--- src/rtl/ackpoll_pkg.sv ---
`timescale 1ns/1ps
package ackpoll_pkg;

  typedef enum logic [1:0] {
    OP_START   = 2'd0,
    OP_RESTART = 2'd1,
    OP_STOP    = 2'd2,
    OP_SEND    = 2'd3
  } busOp_e;

  localparam logic [1:0] KIND_NONE  = 2'd0;
  localparam logic [1:0] KIND_WRITE = 2'd1;
  localparam logic [1:0] KIND_READ  = 2'd2;

  typedef enum logic [1:0] {
    SEL_DEV_WR = 2'd0,
    SEL_ADDR   = 2'd1,
    SEL_DEV_RD = 2'd2
  } byteSel_e;

  typedef enum logic [2:0] {
    ST_IDLE, ST_START, ST_DSEL, ST_GAP, ST_ADDR, ST_RSTART, ST_RSEL, ST_STOP
  } pollState_e;

  typedef struct packed {
    logic     loadCmd;
    logic     incTry;
    logic     loadGap;
    logic     decGap;
    byteSel_e byteSel;
  } dpStrobe_t;

endpackage

--- src/rtl/ackpoll_dp.sv ---
`timescale 1ns/1ps
module ackpoll_dp
  import ackpoll_pkg::*;
#(
  parameter int BYTE_W  = 8,
  parameter int LIMIT_W = 8,
  parameter int GAP_W   = 8
) (
  input  logic               clk,
  input  logic               rstN,
  input  dpStrobe_t          strobe,
  input  logic [1:0]         reqKind,
  input  logic [BYTE_W-1:0]  reqAddr,
  input  logic [BYTE_W-2:0]  devId,
  input  logic [LIMIT_W-1:0] maxPolls,
  input  logic [GAP_W-1:0]   gapCycles,
  output logic [BYTE_W-1:0]  engByte,
  output logic               kindWrite,
  output logic               kindRead,
  output logic               lastTry,
  output logic               gapZero
);
  localparam int CNT_W = LIMIT_W + 1;

  logic [1:0]         kindQ;
  logic [BYTE_W-1:0]  addrQ;
  logic [BYTE_W-2:0]  devQ;
  logic [LIMIT_W-1:0] tryCnt;
  logic [GAP_W-1:0]   gapCnt;
  logic [LIMIT_W-1:0] maxEff;
  logic [CNT_W-1:0]   tryNext;

  always_ff @(posedge clk or negedge rstN) begin
    if (!rstN) begin
      kindQ <= KIND_NONE;
      addrQ <= '0;
      devQ  <= '0;
    end else if (strobe.loadCmd) begin
      kindQ <= reqKind;
      addrQ <= reqAddr;
      devQ  <= devId;
    end
  end

  always_ff @(posedge clk or negedge rstN) begin
    if (!rstN)                tryCnt <= '0;
    else if (strobe.loadCmd)  tryCnt <= '0;
    else if (strobe.incTry)   tryCnt <= tryCnt + LIMIT_W'(1);
  end

  always_ff @(posedge clk or negedge rstN) begin
    if (!rstN)               gapCnt <= '0;
    else if (strobe.loadGap) gapCnt <= gapCycles;
    else if (strobe.decGap)  gapCnt <= gapCnt - GAP_W'(1);
  end

  assign maxEff    = (maxPolls == '0) ? LIMIT_W'(1) : maxPolls;
  assign tryNext   = {1'b0, tryCnt} + CNT_W'(1);
  assign lastTry   = tryNext >= {1'b0, maxEff};
  assign gapZero   = (gapCnt == '0);
  assign kindWrite = (kindQ == KIND_WRITE);
  assign kindRead  = (kindQ == KIND_READ);

  always_comb begin
    case (strobe.byteSel)
      SEL_ADDR:   engByte = addrQ;
      SEL_DEV_RD: engByte = {devQ, 1'b1};
      default:    engByte = {devQ, 1'b0};
    endcase
  end

  // a counted attempt is always within the allowed number
  a_r6_try_bound: assert property (@(posedge clk) disable iff (!rstN)
    strobe.incTry |-> ({1'b0, tryCnt} < {1'b0, maxEff}));

  // the idle gap counts down one per cycle
  a_r2_gap_down: assert property (@(posedge clk) disable iff (!rstN)
    strobe.decGap |=> (gapCnt == $past(gapCnt) - GAP_W'(1)));

endmodule

--- src/rtl/ackpoll_ctrl.sv ---
`timescale 1ns/1ps
module ackpoll_ctrl
  import ackpoll_pkg::*;
(
  input  logic      clk,
  input  logic      rstN,
  input  logic      reqValid,
  input  logic      engDone,
  input  logic      engAck,
  input  logic      kindWrite,
  input  logic      kindRead,
  input  logic      lastTry,
  input  logic      gapZero,
  output dpStrobe_t strobe,
  output logic      engGo,
  output busOp_e    engOp,
  output logic      busy,
  output logic      done,
  output logic      error,
  output logic      handoffWrite,
  output logic      handoffRead
);
  pollState_e state, stateNxt;
  logic pend;
  logic errPend, errPendNxt;
  logic doneNxt, hoWNxt, hoRNxt;
  logic issuing, finish;

  assign issuing = (state == ST_START) || (state == ST_DSEL) || (state == ST_ADDR) ||
                   (state == ST_RSTART) || (state == ST_RSEL) || (state == ST_STOP);
  assign engGo  = issuing && !pend;
  assign finish = pend && engDone;
  assign busy   = (state != ST_IDLE);

  always_comb begin
    stateNxt   = state;
    errPendNxt = errPend;
    doneNxt    = 1'b0;
    hoWNxt     = 1'b0;
    hoRNxt     = 1'b0;
    strobe     = '{loadCmd: 1'b0, incTry: 1'b0, loadGap: 1'b0, decGap: 1'b0,
                   byteSel: SEL_DEV_WR};
    engOp      = OP_START;
    case (state)
      ST_IDLE: begin
        if (reqValid) begin
          strobe.loadCmd = 1'b1;
          errPendNxt     = 1'b0;
          stateNxt       = ST_START;
        end
      end
      ST_START: begin
        engOp = OP_START;
        if (finish) stateNxt = ST_DSEL;
      end
      ST_DSEL: begin
        engOp          = OP_SEND;
        strobe.byteSel = SEL_DEV_WR;
        if (finish) begin
          strobe.incTry = 1'b1;
          if (engAck) begin
            stateNxt = (kindWrite || kindRead) ? ST_ADDR : ST_STOP;
          end else if (lastTry) begin
            errPendNxt = 1'b1;
            stateNxt   = ST_STOP;
          end else begin
            strobe.loadGap = 1'b1;
            stateNxt       = ST_GAP;
          end
        end
      end
      ST_GAP: begin
        if (gapZero) stateNxt = ST_START;
        else         strobe.decGap = 1'b1;
      end
      ST_ADDR: begin
        engOp          = OP_SEND;
        strobe.byteSel = SEL_ADDR;
        if (finish) begin
          if (!engAck) begin
            errPendNxt = 1'b1;
            stateNxt   = ST_STOP;
          end else if (kindWrite) begin
            doneNxt  = 1'b1;
            hoWNxt   = 1'b1;
            stateNxt = ST_IDLE;
          end else begin
            stateNxt = ST_RSTART;
          end
        end
      end
      ST_RSTART: begin
        engOp = OP_RESTART;
        if (finish) stateNxt = ST_RSEL;
      end
      ST_RSEL: begin
        engOp          = OP_SEND;
        strobe.byteSel = SEL_DEV_RD;
        if (finish) begin
          if (engAck) begin
            doneNxt  = 1'b1;
            hoRNxt   = 1'b1;
            stateNxt = ST_IDLE;
          end else begin
            errPendNxt = 1'b1;
            stateNxt   = ST_STOP;
          end
        end
      end
      ST_STOP: begin
        engOp = OP_STOP;
        if (finish) begin
          doneNxt  = 1'b1;
          stateNxt = ST_IDLE;
        end
      end
      default: stateNxt = ST_IDLE;
    endcase
  end

  always_ff @(posedge clk or negedge rstN) begin
    if (!rstN) begin
      state        <= ST_IDLE;
      pend         <= 1'b0;
      errPend      <= 1'b0;
      done         <= 1'b0;
      handoffWrite <= 1'b0;
      handoffRead  <= 1'b0;
      error        <= 1'b0;
    end else begin
      state        <= stateNxt;
      errPend      <= errPendNxt;
      done         <= doneNxt;
      handoffWrite <= hoWNxt;
      handoffRead  <= hoRNxt;
      if (engGo)        pend <= 1'b1;
      else if (engDone) pend <= 1'b0;
      if (strobe.loadCmd) error <= 1'b0;
      else if (doneNxt)   error <= errPendNxt;
    end
  end

  // a new operation only after the previous one was answered
  a_r10_single_go: assert property (@(posedge clk) disable iff (!rstN)
    engGo |=> !engGo);

  // done is a single-cycle pulse
  a_r8_done_pulse: assert property (@(posedge clk) disable iff (!rstN)
    done |=> !done);

  // done shows in the first idle cycle
  a_r8_done_idle: assert property (@(posedge clk) disable iff (!rstN)
    done |-> !busy);

  // handoffs coincide with done
  a_r8_handoff_done: assert property (@(posedge clk) disable iff (!rstN)
    (handoffWrite || handoffRead) |-> done);

  // error can only rise at completion
  a_r6_err_at_done: assert property (@(posedge clk) disable iff (!rstN)
    $rose(error) |-> done);

endmodule

--- src/rtl/ackpoll_seq.sv ---
`timescale 1ns/1ps
module ackpoll_seq
  import ackpoll_pkg::*;
#(
  parameter int BYTE_W  = 8,
  parameter int LIMIT_W = 8,
  parameter int GAP_W   = 8
) (
  input  logic               clk,
  input  logic               rstN,
  input  logic               reqValid,
  input  logic [1:0]         reqKind,
  input  logic [BYTE_W-1:0]  reqAddr,
  input  logic [BYTE_W-2:0]  devId,
  input  logic [LIMIT_W-1:0] maxPolls,
  input  logic [GAP_W-1:0]   gapCycles,
  output logic               engGo,
  output logic [1:0]         engOp,
  output logic [BYTE_W-1:0]  engByte,
  input  logic               engDone,
  input  logic               engAck,
  output logic               busy,
  output logic               done,
  output logic               error,
  output logic               handoffWrite,
  output logic               handoffRead
);
  dpStrobe_t strobe;
  busOp_e    opEnum;
  logic      kindWrite, kindRead, lastTry, gapZero;

  ackpoll_ctrl uCtrl (
    .clk(clk), .rstN(rstN), .reqValid(reqValid),
    .engDone(engDone), .engAck(engAck),
    .kindWrite(kindWrite), .kindRead(kindRead),
    .lastTry(lastTry), .gapZero(gapZero),
    .strobe(strobe), .engGo(engGo), .engOp(opEnum),
    .busy(busy), .done(done), .error(error),
    .handoffWrite(handoffWrite), .handoffRead(handoffRead)
  );

  ackpoll_dp #(.BYTE_W(BYTE_W), .LIMIT_W(LIMIT_W), .GAP_W(GAP_W)) uDp (
    .clk(clk), .rstN(rstN), .strobe(strobe),
    .reqKind(reqKind), .reqAddr(reqAddr), .devId(devId),
    .maxPolls(maxPolls), .gapCycles(gapCycles),
    .engByte(engByte), .kindWrite(kindWrite), .kindRead(kindRead),
    .lastTry(lastTry), .gapZero(gapZero)
  );

  assign engOp = opEnum;

  // every bus operation happens inside a busy window
  a_r1_go_busy: assert property (@(posedge clk) disable iff (!rstN)
    engGo |-> busy);

endmodule

--- config.mk ---
export PLATFORM = sky130hd
export DESIGN_NAME = ackpoll_seq
export DESIGN_NICKNAME = d
export VERILOG_FILES = /design/src/rtl/ackpoll_pkg.sv /design/src/rtl/ackpoll_dp.sv /design/src/rtl/ackpoll_ctrl.sv /design/src/rtl/ackpoll_seq.sv
export SDC_FILE = /design/constraint.sdc
export NUM_CORES = 1
export LEC_CHECK = 0
export ABC_AREA = 0
export BUFFER_PORTS_ARGS = -buffer_cell sky130_fd_sc_hd__buf_2
export CELL_PAD_IN_SITES_DETAIL_PLACEMENT = 1
export CELL_PAD_IN_SITES_GLOBAL_PLACEMENT = 1
export CORE_MARGIN = 10
export CORE_UTILIZATION = 44
export DETAILED_ROUTE_END_ITERATION = 8
export MAX_ROUTING_LAYER = met4
export PLACE_DENSITY_LB_ADDON = 0.1
export SYNTH_ARGS = -nofsm -noshare
export SYNTH_HDL_FRONTEND = slang
export SYNTH_SLANG_ARGS = --single-unit
--- constraint.sdc ---
create_clock -name clk -period 7.4 [get_ports clk]
set_clock_uncertainty 0.05 [all_clocks]
set_input_delay 0.74 -clock clk [delete_from_list [all_inputs] [get_ports clk]]
set_output_delay 0.74 -clock clk [all_outputs]
set_load 0.02 [all_outputs]
==> flow_metrics.env <==
export IMPL_cts_resized=0
export IMPL_clock_sinks=42
export IMPL_ys_ff_latch=42
export IMPL_drive_above_1_share_pct=23.9
export IMPL_critPathCaptureType="primary output"
export IMPL_overflow=0
export IMPL_grt_util_all_layers_pct=15.7
export IMPL_cts_setup_buffers=0
export IMPL_first_iter_violations=72
export IMPL_antenna_found_initial=0
export IMPL_dr_pass1_iters=4
export IMPL_port_buffers=53
export IMPL_core_area_um2=5510
export IMPL_grt_max_degree=43
export IMPL_grt_pass1_wl_um=11200
export IMPL_ys_async_sr_fraction_pct=100
export IMPL_die_w_um=95.5
export IMPL_outcome="complete, no violations"
export IMPL_htree_num_levels=2
export IMPL_diodes=0
export IMPL_synth_ff_type="dfrtp_1"
export IMPL_required_ns=6.61
export IMPL_clock_latency_ns=0.30
export IMPL_drc=0
export IMPL_p_per_area_nw_per_um2=329
export IMPL_via_count=2164
export IMPL_area_growth_pct=16.7
export IMPL_die_y_um=95.5
export IMPL_drt_total_wl_um=6510
export IMPL_total_power_mw=0.964
export IMPL_maxCapViolations=0
export IMPL_io_pins=54
export IMPL_rows=27
export IMPL_min_period_ns=2.99
export IMPL_synth_area_um2=2510
export IMPL_crit_path_start_kind="flop"
export IMPL_min_path_type="flop to flop"
export IMPL_p_leak_nw=1.52
export IMPL_grt_setup_unrepaired="no"
export IMPL_synth_nets=334
export IMPL_whs_ns=0.430
export IMPL_post_drt_wl_per_cell_um=16.0
export IMPL_synth_edff_count=0
export IMPL_path_class="flop to primary output"
export IMPL_worstPathArrival_ns=2.20
export IMPL_ys_seq_area_share_pct=41.9
export IMPL_cts_buffers=5
export IMPL_final_nets=384
export IMPL_ant_nets=0
export IMPL_grt_pass1_vias=2356
export IMPL_clkTransAtPathRegs_ns=0.08
export IMPL_tns_ns=0
export IMPL_drv_slew=0
export IMPL_root_buffer="clkbuf_8"
export IMPL_synth_cells=284
export IMPL_synth_area_per_cell_um2=8.84
export IMPL_setup_viol=0
export IMPL_worst_pin_slew_ns=0.992
export IMPL_viasPerCell=5.32
export IMPL_cts_max_path_buffers=2
export IMPL_hold_viol_final=0
export IMPL_cts_tree="yes"
export IMPL_cts_hold_buf=0
export IMPL_fin_crit_sh_pct=40.5
export IMPL_dieArea_um2=9130
export IMPL_ir_worst_vdd_uv=190
export IMPL_crit_fanout=16
export IMPL_gp_congestion=0.936
export IMPL_start_util_pct=45.6
export IMPL_slew_headroom_pct=33.9
export IMPL_yosys_warnings=0
export IMPL_max_freq_mhz=334
export IMPL_dp_hpwl_um=4960
export IMPL_synth_distinct_cells=46
cells by family after synthesis:
| group | after synthesis | synth area share [%] |
|---|---|---|
| simple gates | 131 | 25.4 |
| xor+xnor | 11 | 3.84 |
| flops | 42 | 41.9 |
| buf+inv | 29 | 4.99 |
| mux | 16 | 6.98 |
| fa+ha+maj | 12 | 5.98 |
| compound gates | 43 | 11.0 |
registers in the layout, summed over array words and instances, names as in the netlist, 2 cells and up:
register and count:
uCtrl.state 3, uDp.addrQ 8, uDp.devQ 7, uDp.gapCnt 8, uDp.kindQ 2, uDp.tryCnt 8
power breakdown:
group          leakage (nW)  total [mW]  switching, mW  internal, mW
registers             0.538       0.391         0.0834         0.308
logic                 0.925       0.389          0.227         0.162
clock network        0.0524       0.183         0.0824         0.101
total                  1.52       0.964          0.393         0.571
critical path, stage by stage, from the launching register on:
cell	delay (ns)
dfrtp_1	0.62
inv_1	0.19
nor3_2	0.52
mux2_2	0.41
buf_2	0.16
final timing paths:
check | start | end | slack, ns | cells after the start
setup / recovery | uCtrl.state[2] | engByte[4] | 4.41 | 4
setup reg to reg | uDp.tryCnt[2] | uDp.gapCnt[0] | 4.46 | 10
hold reg to reg | uDp.addrQ[5] | uDp.addrQ[5] | 0.43 | 2
max in group asynchronous | rstN | uCtrl.state[1] | 6.13 | 1
hold / removal | uDp.addrQ[5] | uDp.addrQ[5] | 0.43 | 2
min in group asynchronous | rstN | uDp.addrQ[7] | 0.54 | 1
synthesized netlist by cell type (3+ instances only):
library cell | n | area (um2)
nand2_1 | 66 | 248
buf_2 | 4 | 20.0
xnor2_1 | 8 | 70.1
o31ai_1 | 3 | 22.5
a31oi_1 | 3 | 18.8
or3_1 | 3 | 18.8
dfrtp_1 | 42 | 1050
xor2_1 | 3 | 26.3
clkbuf_1 | 6 | 22.5
nand3_1 | 5 | 25.0
inv_1 | 17 | 63.8
nor4_1 | 4 | 25.0
and2_1 | 5 | 31.3
o21ai_0 | 13 | 65.1
ha_1 | 12 | 150
and3_1 | 3 | 18.8
nand2b_1 | 6 | 37.5
nand4_1 | 5 | 31.3
a21oi_1 | 11 | 55.1
mux2i_1 | 4 | 40.0
mux2_2 | 12 | 135
nor3_1 | 5 | 25.0
nor2_1 | 18 | 67.6
placed cells by master (no fill, tap or decap), types with 4 or more instances in the layout:
| cell | count |
|---|---|
| o21ai_0 | 13 |
| nor4_1 | 4 |
| nor3_1 | 4 |
| nand2b_1 | 6 |
| nand3_1 | 5 |
| nand2_1 | 66 |
| xnor2_1 | 8 |
| a21oi_1 | 11 |
| clkbuf_8 | 5 |
| nor2_1 | 18 |
| ha_1 | 12 |
| mux2_2 | 12 |
| and2_1 | 5 |
| buf_2 | 53 |
| inv_1 | 17 |
| mux2i_1 | 4 |
| dfrtp_1 | 42 |
| nand4_1 | 5 |
metal layers:
metal,up-vias,global-route usage [%],routed length [um]
li1,1066,-,-
met1,1043,19.5,3080
met2,47,24.5,3030
met3,8,3.77,312
met4,0,5.16,85
met5,-,-,0
area by class of cell:
type                            count  area (um2)
Fill cell                         688        2580
Timing Repair Buffer               55         280
Inverter                           17        63.8
Sequential cell                    42        1050
Clock buffer                        7        76.3
Clock inverter                      1        30.0
Tap cell                           72        90.1
Multi-Input combinational cell    213        1340
metrics by stage:
stage	std cells	worst slack [ns]	cell area (um2)	utilization, %
finish	407	4.41	2930	53.2
global route	407	4.18	2930	53.2
CTS	407	4.34	2930	53.2
detailed placement	399	4.45	2820	51.3
global placement	399	4.55	2820	51.3
floorplan	284	4.76	2510	-
(Power assumes the default switching activity.)
